File: src/rtl/sdcmd_pkg.sv
// Shared types and constants for the SD command engine.
// Assumes: one CMD bit per clock; CRC7 taps fixed by the SD standard.
package sdcmd_pkg;
    typedef enum logic [2:0] {
        ST_IDLE,
        ST_TX,
        ST_RXWAIT,
        ST_RX,
        ST_BUSYW
    } sdcmd_state_e;

    localparam int          CRC_W     = 7;
    localparam logic [6:0]  CRC7_TAPS = 7'h09;
endpackage

File: src/rtl/sdcmd_crc7.sv
// Serial CRC generator/checker, MSB-first.
// Assumes: clr has priority over en; feeding din = crc[MSB] shifts the
// remainder out unchanged, which the transmitter uses to emit it.
module sdcmd_crc7 #(
    parameter int           W    = 7,
    parameter logic [W-1:0] TAPS = 7'h09
) (
    input  logic         clk,
    input  logic         rst_n,
    input  logic         clr,
    input  logic         en,
    input  logic         din,
    output logic [W-1:0] crc
);
    logic fb;
    assign fb = crc[W-1] ^ din;

    // Clear or advance the remainder by one bit.
    always_ff @(posedge clk) begin
        if (!rst_n || clr) begin
            crc <= '0;
        end else if (en) begin
            crc <= {crc[W-2:0], 1'b0} ^ (fb ? TAPS : '0);
        end
    end
endmodule

File: src/rtl/sdcmd_resp_store.sv
// Response capture shift register with word read-out.
// Assumes: CAP_W = TAIL_W + WORD_W*NWORDS; the newest bit enters at bit 0,
// the lowest TAIL_W bits hold the received CRC after the last shift.
module sdcmd_resp_store #(
    parameter int CAP_W  = 135,
    parameter int WORD_W = 32,
    parameter int NWORDS = 4,
    parameter int TAIL_W = 7,
    parameter int SEL_W  = $clog2(NWORDS)
) (
    input  logic              clk,
    input  logic              rst_n,
    input  logic              clr,
    input  logic              shift_en,
    input  logic              din,
    input  logic [SEL_W-1:0]  rd_idx,
    output logic [WORD_W-1:0] word,
    output logic [TAIL_W-1:0] tail
);
    logic [CAP_W-1:0]  cap;
    logic [WORD_W-1:0] words [NWORDS];

    // Clear at command start, shift one reply bit per enabled clock.
    always_ff @(posedge clk) begin
        if (!rst_n || clr) begin
            cap <= '0;
        end else if (shift_en) begin
            cap <= {cap[CAP_W-2:0], din};
        end
    end

    // Word 0 is the most significant slice above the CRC tail.
    for (genvar gi = 0; gi < NWORDS; gi++) begin : g_word
        assign words[gi] = cap[TAIL_W + WORD_W*(NWORDS-1-gi) +: WORD_W];
    end

    assign word = words[rd_idx];
    assign tail = cap[TAIL_W-1:0];
endmodule

File: src/rtl/sdcmd_engine.sv
// SD/MMC command frame transmitter and response receiver.
// Sends header + CRC7 + end bit, listens for a reply start bit within a
// bounded window, captures the reply, checks its CRC7, optionally waits
// for DAT0 release, then raises a sticky completion flag with status.
// Assumes: one bit per clk (clk is the card-clock enable domain);
// cmd_in and dat0_in are already synchronised.
module sdcmd_engine
    import sdcmd_pkg::*;
#(
    parameter int ARG_W     = 32,
    parameter int IDX_W     = 8,
    parameter int LEN_W     = 6,
    parameter int RLEN_W    = 8,
    parameter int RESP_MAX  = 136,
    parameter int WORD_W    = 32,
    parameter int RSP_WAIT  = 64,
    parameter int LONG_SKIP = 8
) (
    input  logic              clk,
    input  logic              rst_n,
    input  logic              soft_rst,
    input  logic              go,
    input  logic [ARG_W-1:0]  cmd_arg,
    input  logic [IDX_W-1:0]  cmd_index,
    input  logic [LEN_W-1:0]  hdr_len,
    input  logic [RLEN_W-1:0] resp_len,
    input  logic              skip_crc,
    input  logic              crc_from8,
    input  logic              wait_busy,
    input  logic              cmd_in,
    input  logic              dat0_in,
    input  logic              irq_clr,
    input  logic [1:0]        rd_idx,
    output logic              cmd_out,
    output logic              cmd_oe,
    output logic              busy,
    output logic              done_irq,
    output logic              crc_ok,
    output logic              resp_timeout,
    output logic              cmd_ok,
    output logic [WORD_W-1:0] resp_word
);
    localparam int HDR_W  = IDX_W + ARG_W;
    localparam int TXC_W  = $clog2(HDR_W + 9) + 1;
    localparam int RXC_W  = RLEN_W + 1;
    localparam int WT_W   = $clog2(RSP_WAIT) + 1;
    localparam int CAP_W  = RESP_MAX - 1;
    localparam int NWORDS = (CAP_W - CRC_W) / WORD_W;

    sdcmd_state_e      state_q;
    logic [HDR_W-1:0]  hdr_q;
    logic [TXC_W-1:0]  hdr_last_q, tx_cnt, hl_ext, hdr_last_d;
    logic [RLEN_W-1:0] resp_len_q;
    logic              skip_q, from8_q, wbusy_q;
    logic [RXC_W-1:0]  rx_cnt, rx_k, start_pos;
    logic [WT_W-1:0]   wt_cnt;
    logic [CRC_W-1:0]  crc_q, tail;
    logic              go_take, tx_in_hdr, tx_in_crc, tx_last, tx_bit;
    logic              start_seen, rx_last, rx_crc_en, cap_shift;
    logic              crc_clr, crc_en, crc_din, crc_match_now;
    logic              timeout_evt, done_evt, ok_now;

    // Header length is limited to the bits actually held.
    assign hl_ext     = TXC_W'(hdr_len);
    assign hdr_last_d = (hl_ext > TXC_W'(HDR_W-1)) ? TXC_W'(HDR_W-1) : hl_ext;

    // Transmit phase decode: header, CRC, end bit.
    assign go_take   = (state_q == ST_IDLE) && go && !soft_rst;
    assign tx_in_hdr = tx_cnt <= hdr_last_q;
    assign tx_in_crc = !tx_in_hdr && (tx_cnt <= hdr_last_q + TXC_W'(7));
    assign tx_last   = tx_cnt == hdr_last_q + TXC_W'(8);
    assign tx_bit    = tx_in_hdr ? hdr_q[HDR_W-1] : (tx_in_crc ? crc_q[CRC_W-1] : 1'b1);

    // Receive phase decode: bit index k counts from the start bit.
    assign start_seen = (state_q == ST_RXWAIT) && !cmd_in;
    assign rx_k       = (state_q == ST_RXWAIT) ? '0 : rx_cnt;
    assign start_pos  = from8_q ? RXC_W'(LONG_SKIP) : '0;
    assign rx_last    = (state_q == ST_RX) && (rx_cnt == RXC_W'(resp_len_q) + RXC_W'(2));
    assign rx_crc_en  = (start_seen || state_q == ST_RX) && (rx_k >= start_pos)
                        && (rx_k + RXC_W'(6) <= RXC_W'(resp_len_q));
    assign cap_shift  = start_seen || ((state_q == ST_RX) && !rx_last);

    // One CRC unit serves both directions; it is cleared between them.
    assign crc_clr = go_take || soft_rst || ((state_q == ST_TX) && tx_last);
    assign crc_en  = ((state_q == ST_TX) && (tx_in_hdr || tx_in_crc)) || rx_crc_en;
    assign crc_din = (state_q == ST_TX) ? tx_bit : cmd_in;
    assign crc_match_now = crc_q == tail;

    // Completion sources.
    assign timeout_evt = (state_q == ST_RXWAIT) && cmd_in && (wt_cnt == WT_W'(RSP_WAIT-1));
    assign done_evt = ((state_q == ST_TX) && tx_last && resp_len_q == '0 && !wbusy_q)
                   || timeout_evt
                   || (rx_last && !wbusy_q)
                   || ((state_q == ST_BUSYW) && dat0_in);
    assign ok_now = (resp_len_q == '0) || skip_q
                 || ((state_q == ST_RX) ? crc_match_now : crc_ok);

    sdcmd_crc7 #(.W(CRC_W), .TAPS(CRC7_TAPS)) u_crc (
        .clk (clk), .rst_n (rst_n), .clr (crc_clr), .en (crc_en),
        .din (crc_din), .crc (crc_q)
    );

    sdcmd_resp_store #(.CAP_W(CAP_W), .WORD_W(WORD_W), .NWORDS(NWORDS), .TAIL_W(CRC_W)) u_store (
        .clk (clk), .rst_n (rst_n), .clr (go_take), .shift_en (cap_shift),
        .din (cmd_in), .rd_idx (rd_idx), .word (resp_word), .tail (tail)
    );

    // Sequencer: latch the command, walk TX, listen, receive, busy wait.
    always_ff @(posedge clk) begin
        if (!rst_n || soft_rst) begin
            state_q    <= ST_IDLE;
            hdr_q      <= '0;
            hdr_last_q <= '0;
            resp_len_q <= '0;
            skip_q     <= 1'b0;
            from8_q    <= 1'b0;
            wbusy_q    <= 1'b0;
            tx_cnt     <= '0;
            rx_cnt     <= '0;
            wt_cnt     <= '0;
        end else begin
            case (state_q)
                ST_IDLE: if (go) begin
                    state_q    <= ST_TX;
                    hdr_q      <= {cmd_index, cmd_arg};
                    hdr_last_q <= hdr_last_d;
                    resp_len_q <= resp_len;
                    skip_q     <= skip_crc;
                    from8_q    <= crc_from8;
                    wbusy_q    <= wait_busy;
                    tx_cnt     <= '0;
                end
                ST_TX: begin
                    hdr_q  <= hdr_q << 1;
                    tx_cnt <= tx_cnt + TXC_W'(1);
                    if (tx_last) begin
                        wt_cnt <= '0;
                        if (resp_len_q != '0) state_q <= ST_RXWAIT;
                        else if (wbusy_q)     state_q <= ST_BUSYW;
                        else                  state_q <= ST_IDLE;
                    end
                end
                ST_RXWAIT: begin
                    if (!cmd_in) begin
                        state_q <= ST_RX;
                        rx_cnt  <= RXC_W'(1);
                    end else if (timeout_evt) begin
                        state_q <= ST_IDLE;
                    end else begin
                        wt_cnt <= wt_cnt + WT_W'(1);
                    end
                end
                ST_RX: begin
                    if (rx_last) state_q <= wbusy_q ? ST_BUSYW : ST_IDLE;
                    else         rx_cnt  <= rx_cnt + RXC_W'(1);
                end
                ST_BUSYW: if (dat0_in) state_q <= ST_IDLE;
                default: state_q <= ST_IDLE;
            endcase
        end
    end

    // Status and sticky completion flag; completion beats write-1-clear.
    always_ff @(posedge clk) begin
        if (!rst_n || soft_rst) begin
            crc_ok       <= 1'b0;
            resp_timeout <= 1'b0;
            cmd_ok       <= 1'b0;
            done_irq     <= 1'b0;
        end else begin
            if (go_take) begin
                crc_ok       <= 1'b0;
                resp_timeout <= 1'b0;
                cmd_ok       <= 1'b0;
            end
            if (rx_last)     crc_ok       <= crc_match_now;
            if (timeout_evt) resp_timeout <= 1'b1;
            if (done_evt)    cmd_ok       <= !timeout_evt && ok_now;
            if (done_evt)     done_irq <= 1'b1;
            else if (irq_clr) done_irq <= 1'b0;
        end
    end

    assign busy    = state_q != ST_IDLE;
    assign cmd_oe  = state_q == ST_TX;
    assign cmd_out = (state_q == ST_TX) ? tx_bit : 1'b1;

    // Completion flag only rises together with the end of a command.
    assert_irq_rise_at_end_R10: assert property (@(posedge clk) disable iff (!rst_n)
        $rose(done_irq) |-> $fell(busy));
    // Flag holds until a clear or soft reset is sampled.
    assert_irq_sticky_R10: assert property (@(posedge clk) disable iff (!rst_n)
        (done_irq && !irq_clr && !soft_rst) |=> done_irq);
    // A timed-out command never reports good.
    assert_timeout_not_ok_R9: assert property (@(posedge clk) disable iff (!rst_n)
        resp_timeout |-> !cmd_ok);
    // Listening window counter never passes its limit.
    assert_wait_window_R9: assert property (@(posedge clk) disable iff (!rst_n)
        (state_q == ST_RXWAIT) |-> (wt_cnt < WT_W'(RSP_WAIT)));
    // Soft reset leaves the engine idle and quiet.
    assert_soft_rst_idle_R12: assert property (@(posedge clk) disable iff (!rst_n)
        soft_rst |=> (!busy && !cmd_oe && !done_irq));
    // DAT0 held low keeps the command open.
    assert_busy_hold_R8: assert property (@(posedge clk) disable iff (!rst_n)
        ((state_q == ST_BUSYW) && !dat0_in && !soft_rst) |=> busy);
    // A go while busy does not reload the command.
    assert_go_ignored_R11: assert property (@(posedge clk) disable iff (!rst_n)
        (busy && !soft_rst) |=> ($stable(resp_len_q) && $stable(skip_q) && $stable(hdr_last_q)));
endmodule

File: config.mk
export PLATFORM = sky130hd
export DESIGN_NAME = sdcmd_engine
export DESIGN_NICKNAME = d
export VERILOG_FILES = /design/src/rtl/sdcmd_pkg.sv /design/src/rtl/sdcmd_crc7.sv /design/src/rtl/sdcmd_resp_store.sv /design/src/rtl/sdcmd_engine.sv
export SDC_FILE = /design/constraint.sdc
export NUM_CORES = 1
export LEC_CHECK = 0
export BUFFER_PORTS_ARGS = -buffer_cell sky130_fd_sc_hd__buf_2
export CAP_MARGIN = 0
export CORE_MARGIN = 2
export CORE_UTILIZATION = 64
export CTS_CLUSTER_DIAMETER = 30
export DETAILED_ROUTE_END_ITERATION = 8
export PLACE_DENSITY = 0.85
export SLEW_MARGIN = 0
export SYNTH_ARGS = -nofsm -noshare
export SYNTH_HDL_FRONTEND = slang
export SYNTH_SLANG_ARGS = --single-unit
File: constraint.sdc
create_clock -name clk -period 6.8 [get_ports clk]
set_input_delay 1.36 -clock clk [delete_from_list [all_inputs] [get_ports clk]]
set_output_delay 1.36 -clock clk [all_outputs]
set_load 0.1 [all_outputs]
==> summary.txt <==
Outcome -> completed
Number of global-route vias before repair -> 8,737
Number of detailed-route iterations in the first pass -> 5
Die width -> 132 µm
ANT cells -> 0
Critical Path, Cell by Cell -> inv_1 > ha_1 > nand2_1 > nand2_1 > xnor2_1 > ha_1 > and4_1 > a21boi_0 > o31ai_1 > nor3b_1 > o21ai_0 > buf_2
CTS Root Buffer Type -> clkbuf_16
Gr usage total -> 27.6%
Post-synthesis cell area -> 10,500 µm²
Setup_tns -> 0 ns
Longest Clk Path Bufs -> 3
Site Rows -> 46
P_sw -> 0.916 mW
Total Power -> 3.69 mW
RePlAce Congestion -> 0.853
Post-synthesis sequential area ratio -> 43.8%
Commonest cells post-synth -> nand2_1 (325), dfxtp_1 (229), a21oi_1 (172)
DIE AREA -> 17,400 µm²
Clk sinks -> 229
Final non-filler cell total -> 1,564
Total CTS buffers -> 41
Mean routed wirelength per cell -> 15.3 µm
Flop pwr share -> 37.3%
Largest net degree at the start of global routing -> 77
Final hold vios -> 0
EDFF count, synth -> 0
Layout Skew -> 0.0241 ns
Core area -> 15,900 µm²
Clk pwr share -> 56.6%
Flop2flop setup slack -> 3.20 ns
Post-synth ARST share -> 0%
Global-route wire length before repair -> 40,800 µm
Final setup fails -> 0
Average via count per standard cell -> 5.81
CP startpoint kind -> flip-flop
Synth Area per Inst -> 8.38 µm²
H-tree depth -> 2
Critical Path End Type -> output port
TritonCTS clock tree -> done
Internal cell power -> 2.78 mW
Tmin final -> 4.51 ns
Max cap viols -> 0
Hold_buf cts -> 0
WP data required -> 5.44 ns
Io pins -> 105
Max VDD drop -> 0.244 mV
Number of DRC markers in iteration 0 -> 698
Post_cts resized -> 0
Synth top area cells -> dfxtp_1 (44%), nand2_1 (12%), a21oi_1 (8.2%)
Leading area contributor after synthesis -> dfxtp_1
Worst-Margin Slew -> 1.12 ns
PwrDens -> 299 nW/µm²
Unrepaired setup endpoints after global routing -> no
Postcts setup bufs -> 0
Cell with the most instances after synthesis -> nand2_1
Die H -> 132 µm
Sw frac -> 24.8%
Total routed wirelength -> 24,000 µm
Worst skew pair latency -> 0.52 ns
Area share of the largest cell type after synthesis -> 43.8%
Crit-path slowest cell -> buf_2
Slowest stage delay, CP -> 0.47 ns
Max-slew violation count -> 0
Flops & latches, synth -> 229
Post-DRT Antenna Nets -> 0
Initial Util -> 65.6%
Slew HR -> 25.1%
FMAX -> 0.222 GHz
Ratio of cells with drive above 1 in the final layout -> 17.0%
DR DRC count -> 0
Dpl cells -> 1,490
Clock Pin Slew Worst Setup and Hold Paths -> 0.05 ns
Period utilization -> 66.3%
P_leak -> 4.57 nW
Final Instance Area -> 12,300 µm²
Syn. warnings -> 0
Vias -> 9,094
Placed inst area -> 10,900 µm²
Setup Crit Path Kind -> reg2out
Syn_nets -> 1,342
Data arrival, critical path -> 3.15 ns
Total gr overflow -> 0
Area added between synthesis and finish -> 18.0%
Worst Hold Class -> reg2reg
I/O Buffers -> 104
Unique masters post-synth -> 57
Initial antenna violation count -> 0
Final Net Count -> 1,411
Logic pwr share -> 6.1%
CP Max Fanout -> 4
Gate Count Post-Synth -> 1,248
Synth Flop Type -> dfxtp_1
Hpwl dp -> 14,800 µm
-- critical path: cells and delay by family, from the launching register on --
kind	cells	cell delay [ns]
AO/OA/AOI/OAI	3	0.55
XOR/XNOR	1	0.14
flip-flops	1	0.37
buffers and inverters	2	0.55
adder cells (fa/ha/maj)	2	0.51
AND/OR/NAND/NOR	4	0.51
-- cell type report --
cell class	count	area, µm²
multi-input cells	907	5370
flip-flops and latches	229	4580
fillers	1102	3600
clock buffers	47	1090
repair buffers	114	596
clock inverters	27	338
well taps	216	270
inverters	24	90.1
-- final timing paths --
kind                                        to                       start  depth (start not counted)
setup reg to reg  u_store.cap[49]$_SDFFE_PP0P_  resp_len_q[3]$_SDFFE_PP0P_                          9
hold / removal           hdr_q[6]$_SDFFE_PP0P_       hdr_q[6]$_SDFFE_PP0P_                          2
setup / recovery                       cmd_out  hdr_last_q[0]$_SDFFE_PP0P_                         12
hold reg to reg          hdr_q[6]$_SDFFE_PP0P_       hdr_q[6]$_SDFFE_PP0P_                          2
-- layout by cell type (no fill, tap or decap), types with 20 or more instances in the layout --
cell type	Yosys	routed
o221ai_1	39	39
inv_1	24	24
nand3_1	24	24
ha_1	28	28
buf_2	16	104
nand2_1	325	324
clkbuf_16	0	42
mux4_2	32	32
dfxtp_1	229	229
nor2_1	116	116
xor2_1	20	20
a21oi_1	172	172
-- stage by stage --
step | util, % | hold WS [ns] | worst slack (ns)
3_3_place_gp | 68.4 | 0.450 | 2.39
3_5_place_dp | 68.4 | 0.456 | 2.31
2_1_floorplan | - | 0.429 | 1.59
4_1_cts | 77.4 | 0.467 | 2.29
6_report | 77.4 | 0.468 | 2.29
5_1_grt | 77.4 | 0.474 | 2.14
-- power groups by stage --
stage / registers (mW) / clock network, mW / logic, mW
floorplan: 1.40 / 0 / 0.176
global placement: 1.40 / 0 / 0.219
detailed placement: 1.40 / 0 / 0.223
CTS: 1.38 / 2.11 / 0.225
global route: 1.38 / 2.18 / 0.254
finish: 1.38 / 2.09 / 0.226
-- registers in the layout, summed over array words and instances, names as in the netlist, 3 cells and up --
signal,cells
hdr_last_q,6
hdr_q,40
resp_len_q,8
rx_cnt,9
state_q,3
tx_cnt,7
u_crc.crc,7
u_store.cap,135
wt_cnt,7
-- logic make-up after synthesis --
logic type / after synthesis / synth area share (%)
and+or+nand+nor: 526 / 20.8
xor gates and xnor gates: 36 / 3.02
buffers and inverters: 112 / 5.14
DFF: 229 / 43.8
AOI/OAI and AO/OA: 276 / 16.1
adders and majority gates: 28 / 3.35
muxes: 41 / 7.77
-- metal layers --
metal	part of all wire (%)	track usage, %	up-vias
li1	-	-	4466
met1	42	34.9	4320
met2	50	47.4	263
met3	5.7	6.00	45
met4	2.1	8.39	0
met5	0	0	-
(Power assumes the default switching activity.)
